**src/rtl/bdec_pkg.sv**
```systemverilog
// Package: shared widths, bank numbers and select bit positions for the
// boot-remappable address decoder. Assumes a 32-bit byte address.
package bdec_pkg;
    localparam int ADDR_W      = 32;
    localparam int BANK_W      = 4;
    localparam int BANK_LSB    = ADDR_W - BANK_W;         // 28
    localparam int REGION_W    = 8;
    localparam int REGION_LSB  = BANK_LSB - REGION_W;     // 20
    localparam int SUB_W       = 4;
    localparam int SUB_LSB     = BANK_LSB - SUB_W;        // 24

    localparam int NUM_EXT_CS  = 7;                       // cs0..cs5 + sdram
    localparam int EXT_FIRST_BANK = 1;
    localparam int CPX_FIRST_BANK = 8;
    localparam int CPX_LAST_BANK  = 11;
    localparam int HI_BANK        = 15;

    // Select bit positions
    localparam int SEL_ROM     = 0;
    localparam int SEL_SRAM    = 1;
    localparam int SEL_CP0_A   = 2;
    localparam int SEL_CP0_B   = 3;
    localparam int SEL_ECS0    = 4;
    localparam int SEL_SDRAM   = SEL_ECS0 + NUM_EXT_CS - 1; // 10
    localparam int SEL_CPX     = SEL_SDRAM + 1;            // 11
    localparam int SEL_BRIDGE  = 12;
    localparam int SEL_CP3_LO  = 13;
    localparam int SEL_CP3_HI  = 14;
    localparam int NUM_SEL     = 15;

    typedef logic [NUM_SEL-1:0] sel_vec_t;
endpackage

```
**src/rtl/bdec_mode_reg.sv**
```systemverilog
// Mode register: holds the boot mode captured during reset and the remap
// bit. Assumes remap commands are single-cycle pulses; they are accepted
// only on edges with no transfer strobe.
module bdec_mode_reg (
    input  logic clk,
    input  logic rst_n,
    input  logic boot_pin,
    input  logic xfer_valid,
    input  logic remap_set,
    input  logic remap_clr,
    output logic boot_rom,
    output logic remap
);
    logic boot_q;
    logic remap_q;

    // Capture boot mode under reset; update remap between transfers only.
    always_ff @(posedge clk) begin
        if (!rst_n) begin
            boot_q  <= boot_pin;
            remap_q <= 1'b0;
        end else if (!xfer_valid) begin
            if (remap_clr)
                remap_q <= 1'b0;
            else if (remap_set)
                remap_q <= 1'b1;
        end
    end

    assign boot_rom = boot_q;
    assign remap    = remap_q;

    AST_BOOT_HELD: assert property (@(posedge clk) disable iff (!rst_n)
        $past(rst_n) |-> $stable(boot_q));
    AST_REMAP_FROZEN: assert property (@(posedge clk) disable iff (!rst_n)
        xfer_valid |=> $stable(remap_q));
    AST_CLR_WINS: assert property (@(posedge clk) disable iff (!rst_n)
        (remap_clr && !xfer_valid) |=> !remap_q);
endmodule

```
**src/rtl/bdec_bank0.sv**
```systemverilog
// Bank-0 second-level decoder: maps 1 MB regions to internal memories.
// Region 0 depends on remap and boot mode; regions above 4 are unmapped.
// Purely combinational, not qualified by the transfer strobe.
module bdec_bank0
    import bdec_pkg::*;
(
    input  logic [REGION_W-1:0] region,
    input  logic                boot_rom,
    input  logic                remap,
    output sel_vec_t            sel,
    output logic                err
);
    // Decode the region number into one select or an error.
    always_comb begin
        sel = '0;
        err = 1'b0;
        case (region)
            8'd0: begin
                if (remap)
                    sel[SEL_SRAM] = 1'b1;
                else if (boot_rom)
                    sel[SEL_ROM] = 1'b1;
                else
                    sel[SEL_ECS0] = 1'b1;
            end
            8'd1:    sel[SEL_SRAM]  = 1'b1;
            8'd2:    sel[SEL_CP0_A] = 1'b1;
            8'd3:    sel[SEL_CP0_B] = 1'b1;
            8'd4:    sel[SEL_ROM]   = 1'b1;
            default: err = 1'b1;
        endcase
    end
endmodule

```
**src/rtl/bdec_ext.sv**
```systemverilog
// External-bank decoder: one chip select per bank from EXT_FIRST_BANK on,
// the last of them being the SDRAM/DDR select. Combinational.
module bdec_ext
    import bdec_pkg::*;
(
    input  logic [BANK_W-1:0]     bank,
    output logic [NUM_EXT_CS-1:0] cs
);
    for (genvar i = 0; i < NUM_EXT_CS; i++) begin : g_cs
        assign cs[i] = (bank == BANK_W'(EXT_FIRST_BANK + i));
    end
endmodule

```
**src/rtl/bdec_bank15.sv**
```systemverilog
// Top-bank decoder: top 16 MB go to the peripheral bridge, the rest split
// into two coprocessor windows by bit 27. Every address here is mapped.
module bdec_bank15
    import bdec_pkg::*;
(
    input  logic [SUB_W-1:0] sub,
    output sel_vec_t         sel
);
    // Pick bridge, low window or high window.
    always_comb begin
        sel = '0;
        if (sub == {SUB_W{1'b1}})
            sel[SEL_BRIDGE] = 1'b1;
        else if (!sub[SUB_W-1])
            sel[SEL_CP3_LO] = 1'b1;
        else
            sel[SEL_CP3_HI] = 1'b1;
    end
endmodule

```
**src/rtl/boot_remap_decoder.sv**
```systemverilog
// Top: first-level bank decode of a master's address into one-hot slave
// selects or an abort flag, with boot/remap-dependent decode at zero.
// Assumes the address is stable while xfer_valid is high.
module boot_remap_decoder
    import bdec_pkg::*;
(
    input  logic              clk,
    input  logic              rst_n,
    input  logic              boot_pin,
    input  logic              remap_set,
    input  logic              remap_clr,
    input  logic              xfer_valid,
    input  logic [ADDR_W-1:0] xfer_addr,
    output logic [NUM_SEL-1:0] slave_sel,
    output logic              xfer_err
);
    logic [BANK_W-1:0]     bank;
    logic                  boot_rom;
    logic                  remap;
    sel_vec_t              b0_sel;
    logic                  b0_err;
    sel_vec_t              b15_sel;
    logic [NUM_EXT_CS-1:0] ext_cs;
    sel_vec_t              raw_sel;
    logic                  raw_err;
    logic                  unused_low;

    assign bank       = xfer_addr[ADDR_W-1:BANK_LSB];
    assign unused_low = ^xfer_addr[REGION_LSB-1:0];

    bdec_mode_reg u_mode (
        .clk        (clk),
        .rst_n      (rst_n),
        .boot_pin   (boot_pin),
        .xfer_valid (xfer_valid),
        .remap_set  (remap_set),
        .remap_clr  (remap_clr),
        .boot_rom   (boot_rom),
        .remap      (remap)
    );

    bdec_bank0 u_bank0 (
        .region   (xfer_addr[BANK_LSB-1:REGION_LSB]),
        .boot_rom (boot_rom),
        .remap    (remap),
        .sel      (b0_sel),
        .err      (b0_err)
    );

    bdec_ext u_ext (
        .bank (bank),
        .cs   (ext_cs)
    );

    bdec_bank15 u_bank15 (
        .sub (xfer_addr[BANK_LSB-1:SUB_LSB]),
        .sel (b15_sel)
    );

    // First-level bank decode: route to the sub-decoder for this bank.
    always_comb begin
        raw_sel = '0;
        raw_err = 1'b0;
        if (bank == '0) begin
            raw_sel = b0_sel;
            raw_err = b0_err;
        end else if (bank < BANK_W'(EXT_FIRST_BANK + NUM_EXT_CS)) begin
            raw_sel[SEL_ECS0 +: NUM_EXT_CS] = ext_cs;
        end else if (bank >= BANK_W'(CPX_FIRST_BANK) &&
                     bank <= BANK_W'(CPX_LAST_BANK)) begin
            raw_sel[SEL_CPX] = 1'b1;
        end else if (bank == BANK_W'(HI_BANK)) begin
            raw_sel = b15_sel;
        end else begin
            raw_err = 1'b1;
        end
    end

    // Qualify every output with the transfer strobe.
    always_comb begin
        slave_sel = xfer_valid ? raw_sel : '0;
        xfer_err  = xfer_valid & raw_err;
    end

    AST_ONE_RESPONSE: assert property (@(posedge clk) disable iff (!rst_n)
        xfer_valid |-> $countones({xfer_err, slave_sel}) == 1);
    AST_IDLE_QUIET: assert property (@(posedge clk) disable iff (!rst_n)
        !xfer_valid |-> (slave_sel == '0 && !xfer_err));
    AST_ROM_FIXED: assert property (@(posedge clk) disable iff (!rst_n)
        (xfer_valid && xfer_addr[ADDR_W-1:REGION_LSB] == 12'h004)
        |-> slave_sel[SEL_ROM]);
    AST_HOLE_ABORTS: assert property (@(posedge clk) disable iff (!rst_n)
        (xfer_valid && bank >= 4'd12 && bank <= 4'd14) |-> xfer_err);
    AST_BRIDGE_TOP: assert property (@(posedge clk) disable iff (!rst_n)
        (xfer_valid && xfer_addr[ADDR_W-1:SUB_LSB] == 8'hFF)
        |-> slave_sel[SEL_BRIDGE]);
endmodule

```
**config.mk**
```make
export PLATFORM = sky130hd
export DESIGN_NAME = boot_remap_decoder
export DESIGN_NICKNAME = d
export VERILOG_FILES = /design/src/rtl/bdec_pkg.sv /design/src/rtl/bdec_mode_reg.sv /design/src/rtl/bdec_bank0.sv /design/src/rtl/bdec_ext.sv /design/src/rtl/bdec_bank15.sv /design/src/rtl/boot_remap_decoder.sv
export SDC_FILE = /design/constraint.sdc
export NUM_CORES = 1
export LEC_CHECK = 0
export BUFFER_PORTS_ARGS = -buffer_cell sky130_fd_sc_hd__buf_2
export CAP_MARGIN = 40
export CORE_AREA = 2 2 41 43
export CTS_CLUSTER_DIAMETER = 30
export DETAILED_ROUTE_END_ITERATION = 8
export DIE_AREA = 0 0 43 45
export PLACE_DENSITY_LB_ADDON = 0.05
export RECOVER_POWER = 100
export SETUP_SLACK_MARGIN = 0.15
export SLEW_MARGIN = 5
export SYNTH_ARGS = -nofsm -noshare
export SYNTH_HDL_FRONTEND = slang
export SYNTH_SLANG_ARGS = --single-unit
```
**constraint.sdc**
```tcl
create_clock -name clk -period 1.1 [get_ports clk]
set_input_delay 0.165 -clock clk [delete_from_list [all_inputs] [get_ports clk]]
set_output_delay 0.165 -clock clk [all_outputs]
set_load 0.03 [all_outputs]
```
==> flow_metrics.py <==
metrics = {
    "finish": {
        "fin_util_pct": 71.0,
        "finalInstanceArea_sq_um": 1040,
        "stdcell_count": 125,
        "nets": 148,
        "num_antenna_cells": 0,
        "mostFrequentLayoutCells": "buf_6, buf_4, buf_2",
        "syn_to_final_growth_pct": 216,
        "layout-drive-gt1-share_pct": 78.9,
        "final_common_cell": "buf_6",
    },
    "place": {
        "dp_hpwl_microns": 1010,
        "dp.cells": 113,
        "portBuffers": 33,
        "place_area_sq_um": 737,
        "gp_congestion": 0.710,
    },
    "sta": {
        "maxSlewViolCount": 0,
        "finalHoldViolations": 0,
        "period_share_pct": 130,
        "worst_slack_ps": -335,
        "tightest_slew_ps": 301,
        "rsz0062_at_grt": "true",
        "fin_crit_ps": 1430,
        "hold_ws_ps": 115,
        "relSlewSlack_pct": 79.8,
        "fmax_mhz": 697,
        "setup_viol": 15,
        "finClkSkew_ps": 0,
    },
    "synth": {
        "yosysTopAreaCellShare_pct": 12.5,
        "synth.area.top_cells": "nor2_1, edfxtp_1, nor3_1",
        "synth-seq-area-share_pct": 15.2,
        "syn_nets": 88,
        "synth_area_leader_cell": "nor2_1",
        "synth_cell_type_count": 24,
        "synth-seq-cells": 2,
        "postSynthCellCount": 50,
        "synth_area_sq_um": 330,
        "yosys_warnings": 0,
        "avgSynthCellArea_sq_um": 6.61,
    },
    "floorplanning": {
        "core-area_sq_um": 1470,
        "fp.dieW_microns": 43,
        "rows": 14,
        "dieHeight_microns": 45,
        "pin_count": 54,
        "die_area_sq_um": 1940,
        "start_util_pct": 22.4,
    },
    "global_route": {
        "grt_start_max_net_pins": 6,
        "grt_pass1_vias": 536,
        "grt.total_usage_pct": 14.7,
        "grt_first_pass_wirelength_microns": 2240,
        "antenna_found_initial": 0,
        "gr-total-overflow": 0,
    },
    "run_status": {
        "violations": "negative setup slack",
        "outcome": "finished with violations",
    },
    "clock_network": {
        "holdBufCountCts": 0,
        "cts_tree": "yes",
        "ctsLongestPathBuffers": 2,
        "cts_max_level": 1,
        "cts.clk_slew.worst_paths_ps": 30,
        "clockRootBuffer": "clkbuf_4",
        "clock_sinks": 2,
        "clock_latency_ps": 220,
        "tritoncts.num_buffers": 3,
    },
    "critical_path": {
        "crit_path_max_fanout": 4,
        "path_class": "input pin to output pin",
        "r2r-end": "u_mode.remap",
        "rrSetupSlack_ps": 400,
        "end_kind": "output pin",
        "worstPathArrival_ps": 1270,
        "worst_setup_path_start_kind": "input pin",
        "reg2regPathDepth": 3,
        "worstReg2RegStart": "u_mode.remap",
        "required_ps": 940,
    },
    "drt": {
        "wl_microns": 1520,
        "route.met2.wl_microns": 837,
        "drc_errors": 0,
        "routed.top_layer": "met3",
        "via_count": 594,
        "wl_met1_microns": 604,
        "vias_per_cell": 4.75,
        "wl_met3_microns": 77,
        "avgRoutedWirePerCell_microns": 12.2,
        "drt_iter0_drc": 1,
        "drt_pass1_iterations": 2,
        "postRouteAntennaNets": 0,
    },
    "worst_hold_path": {
        "holdPathEnd": "u_mode.boot_rom",
        "hp-class": "input pin to flip-flop",
        "whs_path_depth": 1,
        "worstHoldStart": "boot_pin",
    },
    "pwr": {
        "power_density_nw_per_um2": 525,
        "ir_drop_v": 0.000677,
        "p_leak_nw": 0.477,
    },
    "flow_run": {
        "cap_violations": 0,
    },
}
-- registers in the layout, indices dropped and copies added (netlist names) --
name,count
u_mode.boot_rom,1
u_mode.remap,1
-- routing by layer --
metal | global-route usage, % | up-vias
li1 | - | 300
met1 | 19.8 | 276
met2 | 25.8 | 18
met3 | 1.20 | 0
met4 | 3.64 | 0
met5 | 0 | -
-- layout make-up --
type                    instances  area (sq um)
multi-input cells              42           410
repair buffers                 57           522
clock buffers                   4          26.3
fillers                       123           427
inverters                       4          15.0
well taps                      16          20.0
flip-flops and latches          2          51.3
-- synthesized netlist by cell type --
cell type / count
inv_1: 4
nand3b_1: 1
and4bb_2: 1
a211oi_1: 1
nor4b_1: 1
o311a_1: 1
nor4_1: 2
o21ai_0: 2
buf_2: 2
nor3b_1: 1
nand4_2: 1
a41oi_1: 1
nor4_4: 1
a21oi_1: 1
nor2b_1: 3
nand2_1: 3
nor3_1: 5
nand2b_1: 1
or3_1: 2
dfxtp_1: 1
nand4_1: 1
edfxtp_1: 1
nor2_1: 11
nand3_1: 2
-- report_power, final --
group	switching, mW	leakage, nW	internal, mW	total [mW]
logic	0.129	0.444	0.154	0.283
clock network	0.0424	0.0150	0.135	0.177
registers	0.00336	0.0184	0.0848	0.0882
total	0.175	0.477	0.374	0.548
-- metrics by stage --
stage | total power [mW] | worst slack (ps) | setup TNS (ps)
after floorplan | 0.180 | -224 | -1180
after global placement | 0.285 | -411 | -3310
after detailed placement | 0.287 | -429 | -3340
after CTS | 0.536 | -346 | -2190
after global routing | 0.587 | -363 | -3100
final | 0.548 | -335 | -2470
-- worst max path at each step --
| stage | from | end | slack, ps | cells past startpoint |
|---|---|---|---|---|
| floorplan | xfer_addr[25] | slave_sel[2] | -220 | 3 |
| global placement | xfer_addr[25] | slave_sel[3] | -410 | 5 |
| CTS | xfer_addr[27] | slave_sel[3] | -350 | 5 |
| finish | xfer_addr[24] | slave_sel[3] | -330 | 5 |
| global route | u_mode.boot_rom | slave_sel[4] | -360 | 4 |
| detailed placement | xfer_addr[25] | slave_sel[3] | -430 | 5 |
-- kinds of logic (layout without fill, tap and decap cells) --
kind of cell    count (synthesis)  in the layout  synth area share, %
buf+inv                         6             65                 7.57
simple gates                   36             36                 64.8
compound gates                  6              6                 12.5
flops                           2              2                 15.2
-- worst max-delay path, cell delays in order --
cell,delay [ps]
buf_6,100
nor4_4,340
nand4_4,190
and4bb_4,340
buf_6,130
-- what timing repair did --
item,in CTS,in global routing
setup endpoints to repair,15,16
endpoints found under the hold margin,0,0
pin swaps,11,6
resized for setup,48,14
setup buffers,5,3
Note: power is estimated with default switching activity, not from simulation.
